$ cat src/rtl/sdp_pkg.sv
package sdp_pkg;
  localparam int CODE_W      = 4;
  localparam int MAX_CODE    = 14;
  localparam int B_EN        = 0;
  localparam int B_DIR       = 1;
  localparam int B_STREAM    = 2;
  localparam int B_CODE_LSB  = 4;
  localparam int B_RWSTART   = 8;
  localparam int B_RWSTOP    = 9;
  localparam int B_RWMODE    = 10;
  localparam int B_IRQ       = 11;
  localparam int B_BOOT      = 12;
  localparam int B_FLUSH     = 13;

  typedef struct packed {
    logic              en;
    logic              dir;
    logic              stream;
    logic [CODE_W-1:0] code;
    logic              rw_mode;
    logic              irq_en;
    logic              boot_en;
  } guarded_t;
endpackage

$ cat src/rtl/sdp_field_regs.sv
module sdp_field_regs
  import sdp_pkg::*;
#(
  parameter int DATA_W = 32
) (
  input  logic              clk,
  input  logic              rst_n,
  input  logic              ctl_wr,
  input  logic [DATA_W-1:0] wdata,
  input  logic              active,
  input  logic              done,
  input  logic              rw_leave,
  output guarded_t          gf,
  output logic              rw_start,
  output logic              rw_stop
);
  guarded_t gf_q;
  guarded_t gf_new;

  always_comb begin
    gf_new.en      = wdata[B_EN];
    gf_new.dir     = wdata[B_DIR];
    gf_new.stream  = wdata[B_STREAM];
    gf_new.code    = wdata[B_CODE_LSB +: CODE_W];
    gf_new.rw_mode = wdata[B_RWMODE];
    gf_new.irq_en  = wdata[B_IRQ];
    gf_new.boot_en = wdata[B_BOOT];
  end

  always_ff @(posedge clk or negedge rst_n) begin
    if (!rst_n) begin
      gf_q     <= '0;
      rw_start <= 1'b0;
      rw_stop  <= 1'b0;
    end else begin
      if (ctl_wr && !active) gf_q <= gf_new;
      if (done) gf_q.en <= 1'b0;
      if (ctl_wr) begin
        rw_start <= wdata[B_RWSTART];
        rw_stop  <= wdata[B_RWSTOP];
      end
      if (rw_leave) rw_stop <= 1'b0;
    end
  end

  assign gf = gf_q;
endmodule

$ cat src/rtl/sdp_flush_gen.sv
module sdp_flush_gen (
  input  logic clk,
  input  logic rst_n,
  input  logic req,
  input  logic active,
  input  logic dma_en,
  input  logic err,
  input  logic hold,
  output logic flush
);
  logic accept;
  assign accept = req && active && !dma_en;

  always_ff @(posedge clk or negedge rst_n) begin
    if (!rst_n) flush <= 1'b0;
    else        flush <= accept && (err || hold);
  end
endmodule

$ cat src/rtl/sdp_len_calc.sv
module sdp_len_calc
  import sdp_pkg::*;
#(
  parameter int LEN_W = 25
) (
  input  logic [LEN_W-1:0]  len,
  input  logic [CODE_W-1:0] code,
  input  logic              stream,
  input  logic              ddr,
  output logic [LEN_W-1:0]  eff
);
  logic [LEN_W-1:0] keep;
  logic             illegal;

  for (genvar i = 0; i < LEN_W; i++) begin : g_mask
    assign keep[i] = (i >= int'(code));
  end

  assign illegal = (int'(code) > MAX_CODE) || (ddr && code == '0);

  always_comb begin
    if (stream)       eff = len;
    else if (illegal) eff = '0;
    else              eff = len & keep;
  end
endmodule

$ cat src/rtl/sdp_ctrl_top.sv
module sdp_ctrl_top
  import sdp_pkg::*;
#(
  parameter int DATA_W = 32,
  parameter int LEN_W  = 25
) (
  input  logic              clk,
  input  logic              rst_n,
  input  logic              reg_wr,
  input  logic              reg_sel,
  input  logic [DATA_W-1:0] reg_wdata,
  input  logic              dpath_active,
  input  logic              dma_en,
  input  logic              ddr_en,
  input  logic              xfer_done,
  input  logic              xfer_err,
  input  logic              xfer_hold,
  input  logic              rw_leave,
  output logic              xfer_en,
  output logic              dir_rx,
  output logic              stream_mode,
  output logic [CODE_W-1:0] blk_code,
  output logic              rw_mode,
  output logic              rw_start,
  output logic              rw_stop,
  output logic              irq_en,
  output logic              bootack_en,
  output logic              fifo_flush,
  output logic [LEN_W-1:0]  eff_len
);
  logic             ctl_wr;
  logic             len_wr;
  logic [LEN_W-1:0] len_q;
  guarded_t         gf;

  assign ctl_wr = reg_wr && !reg_sel;
  assign len_wr = reg_wr &&  reg_sel;

  always_ff @(posedge clk or negedge rst_n) begin
    if (!rst_n)      len_q <= '0;
    else if (len_wr) len_q <= reg_wdata[LEN_W-1:0];
  end

  sdp_field_regs #(.DATA_W(DATA_W)) u_fields (
    .clk(clk), .rst_n(rst_n), .ctl_wr(ctl_wr), .wdata(reg_wdata),
    .active(dpath_active), .done(xfer_done), .rw_leave(rw_leave),
    .gf(gf), .rw_start(rw_start), .rw_stop(rw_stop)
  );

  sdp_flush_gen u_flush (
    .clk(clk), .rst_n(rst_n), .req(ctl_wr && reg_wdata[B_FLUSH]),
    .active(dpath_active), .dma_en(dma_en), .err(xfer_err),
    .hold(xfer_hold), .flush(fifo_flush)
  );

  sdp_len_calc #(.LEN_W(LEN_W)) u_len (
    .len(len_q), .code(gf.code), .stream(gf.stream), .ddr(ddr_en),
    .eff(eff_len)
  );

  assign xfer_en     = gf.en;
  assign dir_rx      = gf.dir;
  assign stream_mode = gf.stream;
  assign blk_code    = gf.code;
  assign rw_mode     = gf.rw_mode;
  assign irq_en      = gf.irq_en;
  assign bootack_en  = gf.boot_en;
endmodule

$ cat config.mk
export PLATFORM = sky130hd
export DESIGN_NAME = sdp_ctrl_top
export DESIGN_NICKNAME = d
export VERILOG_FILES = /design/src/rtl/sdp_pkg.sv /design/src/rtl/sdp_field_regs.sv /design/src/rtl/sdp_flush_gen.sv /design/src/rtl/sdp_len_calc.sv /design/src/rtl/sdp_ctrl_top.sv
export SDC_FILE = /design/constraint.sdc
export NUM_CORES = 1
export LEC_CHECK = 0
export BUFFER_PORTS_ARGS = -buffer_cell sky130_fd_sc_hd__clkbuf_2
export CORE_ASPECT_RATIO = 0.7
export CORE_UTILIZATION = 41
export CTS_BUF_LIST = sky130_fd_sc_hd__clkbuf_8 sky130_fd_sc_hd__clkbuf_16
export DETAILED_ROUTE_END_ITERATION = 8
export PLACE_DENSITY = 0.7
export SYNTH_ARGS = -nofsm -noshare
export SYNTH_HDL_FRONTEND = slang
export SYNTH_HIERARCHICAL = 1
export SYNTH_SLANG_ARGS = --single-unit
export TNS_END_PERCENT = 100
$ cat constraint.sdc
create_clock -name clk -period 4.3 [get_ports clk]
set_clock_uncertainty 0.15 [all_clocks]
set_input_delay 0.215 -clock clk [delete_from_list [all_inputs] [get_ports clk]]
set_output_delay 0.215 -clock clk [all_outputs]
set_load 0.005 [all_outputs]
# Word-level counts from Yosys, hierarchy flattened
# Index checks and enable logic that the tools add are counted.
dict set report word_totals {
  register_bits 38
  wordCells 50
}
dict set report classes {
  order_cmp 16
  mux 6
  bitwise 1
  reduce_logical 16
}
# cell count
set ops {}
lappend ops {{two-way mux 25 bit} 2}
lappend ops {{greater-or-equal comparator 4 bit, first input constant} 7}
lappend ops {{AND 25 bit} 1}
lappend ops {{greater-or-equal comparator 3 x 4 -> 1 bit, first input constant} 4}
lappend ops {{two-way mux 10 bit} 1}
lappend ops {{greater-or-equal comparator 1 x 4 -> 1 bit, first input constant} 2}
lappend ops {{greater-or-equal comparator 2 x 4 -> 1 bit, first input constant} 2}
lappend ops {{logical AND 1 bit} 8}
lappend ops {{> comparator 4 bit, second input constant} 1}
lappend ops {{logical NOT 4 bit} 1}
lappend ops {{nonzero test 2 bit} 2}
lappend ops {{logical NOT 1 bit} 3}
lappend ops {{two-way mux 1 bit} 3}
lappend ops {{logical OR 1 bit} 2}

# Logic depth before layout (Yosys ltp)
dict set report depth {
  word_depth 6
  mapped_depth 4
  ltp_nobuf 4
}

# Hierarchy
# Netlist, hierarchy kept.
# mod n_inst cells_per_inst area_each_um2 seq_area_each_um2
set modules_own_cells {}
lappend modules_own_cells {sdp_ctrl_top 1 55 1048.5 625.6}
lappend modules_own_cells {sdp_field_regs 1 29 516.7 300.3}
lappend modules_own_cells {sdp_len_calc 1 56 324.1 0.0}
lappend modules_own_cells {sdp_flush_gen 1 4 42.5 25.0}

# Least setup slack after synthesis
# No wires, ideal clock.
dict set report synth_timing {
  path_type {reg2out}
  start {register u_fields.gf_q, in the netlist u_fields/gf[5]}
  end {output port eff_len[7]}
  arrival_time_ns 1.427
  setup_slack_ns 2.508
  path_stages_with_launch 4
  cell_sequence {dfrtp_1 > or4b_4 > a21o_1 > and2_2}
}
dict set report synth_between {
  elab_chain_len 5
  word_cells_on_any_way 8
  classes_between {order compare: 2; mux: 2; bitwise: 1; reduce/logical: 3}
}
# item line
set synth_rtl {}
lappend synth_rtl {{start: declaration} sdp_field_regs.sv:17} ;# guarded_t gf_q;
lappend synth_rtl {{start signal: assignment} sdp_field_regs.sv:36} ;# if (ctl_wr && !active) gf_q <= gf_new;
lappend synth_rtl {{parallel branches: the longest is 3 deep, another holds greater-or-equal comparator 3 x 4 -> 1 bit} -}
lappend synth_rtl {{two-way mux 25 bit *} sdp_len_calc.sv:23} ;# else if (illegal) eff = '0;
lappend synth_rtl {{two-way mux 25 bit *} sdp_len_calc.sv:22} ;# if (stream) eff = len;
lappend synth_rtl {{end: declaration} sdp_ctrl_top.sv:29} ;# output logic [LEN_W-1:0] eff_len
# Mark *: on every way between the ends.

# Final worst setup path
dict set report layout_timing {
  start {register u_fields.gf_q, in the netlist u_fields/gf[5]}
  end {output port eff_len[8]}
}
dict set report layout_between {
  elab_chain_len 5
  word_cells_on_any_way 8
  classes_between {order compare: 2; mux: 2; bitwise: 1; reduce/logical: 3}
}
# item line
set layout_rtl {}
lappend layout_rtl {{parallel branches: the longest is 3 deep, another holds greater-or-equal comparator 4 bit} -}
lappend layout_rtl {{two-way mux 25 bit *} sdp_len_calc.sv:23}
lappend layout_rtl {{two-way mux 25 bit *} sdp_len_calc.sv:22}
# Marked as above.

==> impl_metrics.toml <==
[placement]
dpl_cell_area_um2 = 2290
finalWeightedCongestion = 0.772
dp_hpwl_um = 2780
numPortBuffers = 73

[route]
drc = 6
antenna_left = 0
wl_um = 3960
drt-pass1-iter-count = 6
wl_per_cell_um = 14.1
routed-via-count = 1384
drtIter0Drc = 67
vias_per_cell = 4.94

[sta]
rsz0062_at_grt = "no"
slew_headroom_pct = 35.5
tns_ns = 0
post-route-period-util_pct = 54.4
setup_viol = 0
drv_slew = 0
worst_slew_pin_slew_ns = 0.968
hold_viol = 0
post-route-min-period_ns = 2.34
fmax_ghz = 0.428

[setup_path]
end_kind = "primary output"
r2r_start = "u_fields/gf[7]"
slowest_stage = "or4b_4"
crit_arrival_ns = 1.97
crit_type = "register to primary output"
reg2reg_slack_ns = 3.16
ff2ff_path_depth = 1
worst_r2r_endpoint = "u_fields/gf[7]"
crit_chain = "or4b_4 -> o22ai_4 -> nor2_1 -> clkbuf_2"
critPathMaxFanout = 14
slowest_delay_ns = 0.62
crit_required_ns = 3.93
cp-start-kind = "register"

[power]
powerDensity_nw_per_um2 = 400
power_leakage_nw = 1.27
design_power_total_mw = 0.972
ir_worst_vdd_uv = 196

[clock_tree]
clk_latency_ns = 0.28
cts_buffers = 5
clkTransAtPathRegs_ns = 0.07
clockBufferDepth = 2
cts_hold_buf = 3
cts-htree-levels = 2
cts_sinks = 38
post_cts_buffers = 0
cts_tree = "yes"
clockRootBuffer = "clkbuf_8"
ctsResizeCount = 0

[flow_run]
cap_violations = 0

[synth]
synth_most_common_cell = "dfrtp_1"
avgSynthCellArea_um2 = 13.4
synth_area_leaders = "dfrtp_1 (49%), mux2_4 (23%), nor2b_1 (3.9%)"
netlist_area_um2 = 1930
async_reset_ff_share_pct = 100
synth_commonest_cells = "dfrtp_1 (38), mux2_4 (29), nor2_1 (16)"
ys_ff_latch = 38
ys_seq_area_share_pct = 49.2
syn_inst = 144
synthFlopType = "dfrtp_1"
synth_top_area_share_pct = 49.2
synth_edf_count = 0
synth_fp_nets = 187
synth_cell_types = 31
synth_top_area_cell = "dfrtp_1"
yosysWarnings = 6

[floorplan]
ios = 81
die_area_um2 = 4990
coreArea_um2 = 4430
start_util_pct = 43.6
row_count = 20
die_y_um = 59.4
die_x_um = 84.0

[layout]
multi_input_area_um2 = 893
drive_above_1_share_pct = 55.1
regArea_um2 = 951
finalInstanceArea_um2 = 2430
final_nets = 267
fillers = 399
area_growth_pct = 25.8
antennaDiodeCount = 0

[hold_path]
hold_depth = 2
hold_class = "input pin to register"
holdPathEnd = "len_q[19]"
holdCritStartpoint = "reg_wdata[19]"

[grt]
grt_start_max_net_pins = 39
grt_pass1_vias = 1279
track_usage_pct = 16.8
antenna_found_initial = 0
overflow = 0
grt_pass1_wl_um = 6350

[status]
status = "complete, but fails checks"
violations = "design-rule violations"
==> critical path, delay by kind of cell, from the launching register on <==
family | cells | cell delay [ns]
AO/OA/AOI/OAI | 1 | 0.36
buffers and inverters | 1 | 0.13
flip-flops | 1 | 0.49
AND/OR/NAND/NOR | 2 | 0.72
==> area by class of cell <==
class	instances	area share, %
well taps	55	2.83
multi-input cells	98	36.7
repair buffers	78	17.1
inverters	3	0.463
clock inverters	2	0.360
clock buffers	6	3.40
flip-flops and latches	38	39.1
==> worst max path at each step <==
stage,startpoint,end
4_1_cts,u_fields/gf[5],eff_len[8]
5_1_grt,u_fields/gf[5],eff_len[24]
6_report,u_fields/gf[5],eff_len[8]
2_1_floorplan,u_fields/gf[5],eff_len[7]
3_5_place_dp,u_fields/gf[5],eff_len[8]
3_3_place_gp,u_fields/gf[5],eff_len[8]
==> flip-flops by register name, indices dropped and copies added, names as in the netlist <==
register           cells
u_fields/gf           10
len_q                 25
u_fields/rw_start      1
u_flush/flush          1
u_fields/rw_stop       1
==> metal layers <==
layer	vias up	global-route usage, %	wire length [µm]
li1	664	-	-
met1	667	24.9	2000
met2	51	24.4	1670
met3	2	5.43	275
met4	0	2.96	10
met5	-	0	0
==> placed cells by master, fill, tap and decap left out, types with 2 or more instances in the layout <==
cell type,n
clkbuf_2,73
dfrtp_1,38
mux2_4,29
nor2_1,16
nor2b_1,12
o21ai_0,10
mux2_2,6
clkbuf_8,6
dlygate4sd3_1,5
inv_1,4
a21oi_1,3
nand2b_1,2
nand2_1,2
==> logic make-up after synthesis <==
kind of cell / synth area share (%)
AOI/OAI and AO/OA: 5.76
DFF: 49.2
muxes: 26.6
and+or+nand+nor: 13.9
buffers and inverters: 4.53
==> through the flow <==
stage | hold slack [ns] | utilization [%] | instances | setup WS, ns
5_1_grt | 0.00277 | 54.9 | 280 | 1.82
6_report | 0.0161 | 54.9 | 280 | 1.96
3_3_place_gp | 0.217 | 51.7 | 267 | 2.24
4_1_cts | 0.000769 | 54.4 | 278 | 1.91
3_5_place_dp | 0.218 | 51.7 | 267 | 2.23
2_1_floorplan | -0.231 | - | 144 | 2.51
==> power breakdown <==
group	internal, mW	total (mW)	leakage, nW	switching, mW
Combinational	0.159	0.268	0.762	0.109
Clock	0.127	0.247	0.0524	0.120
Sequential	0.410	0.457	0.453	0.0464
No activity file was read; power rests on OpenSTA's default activity.
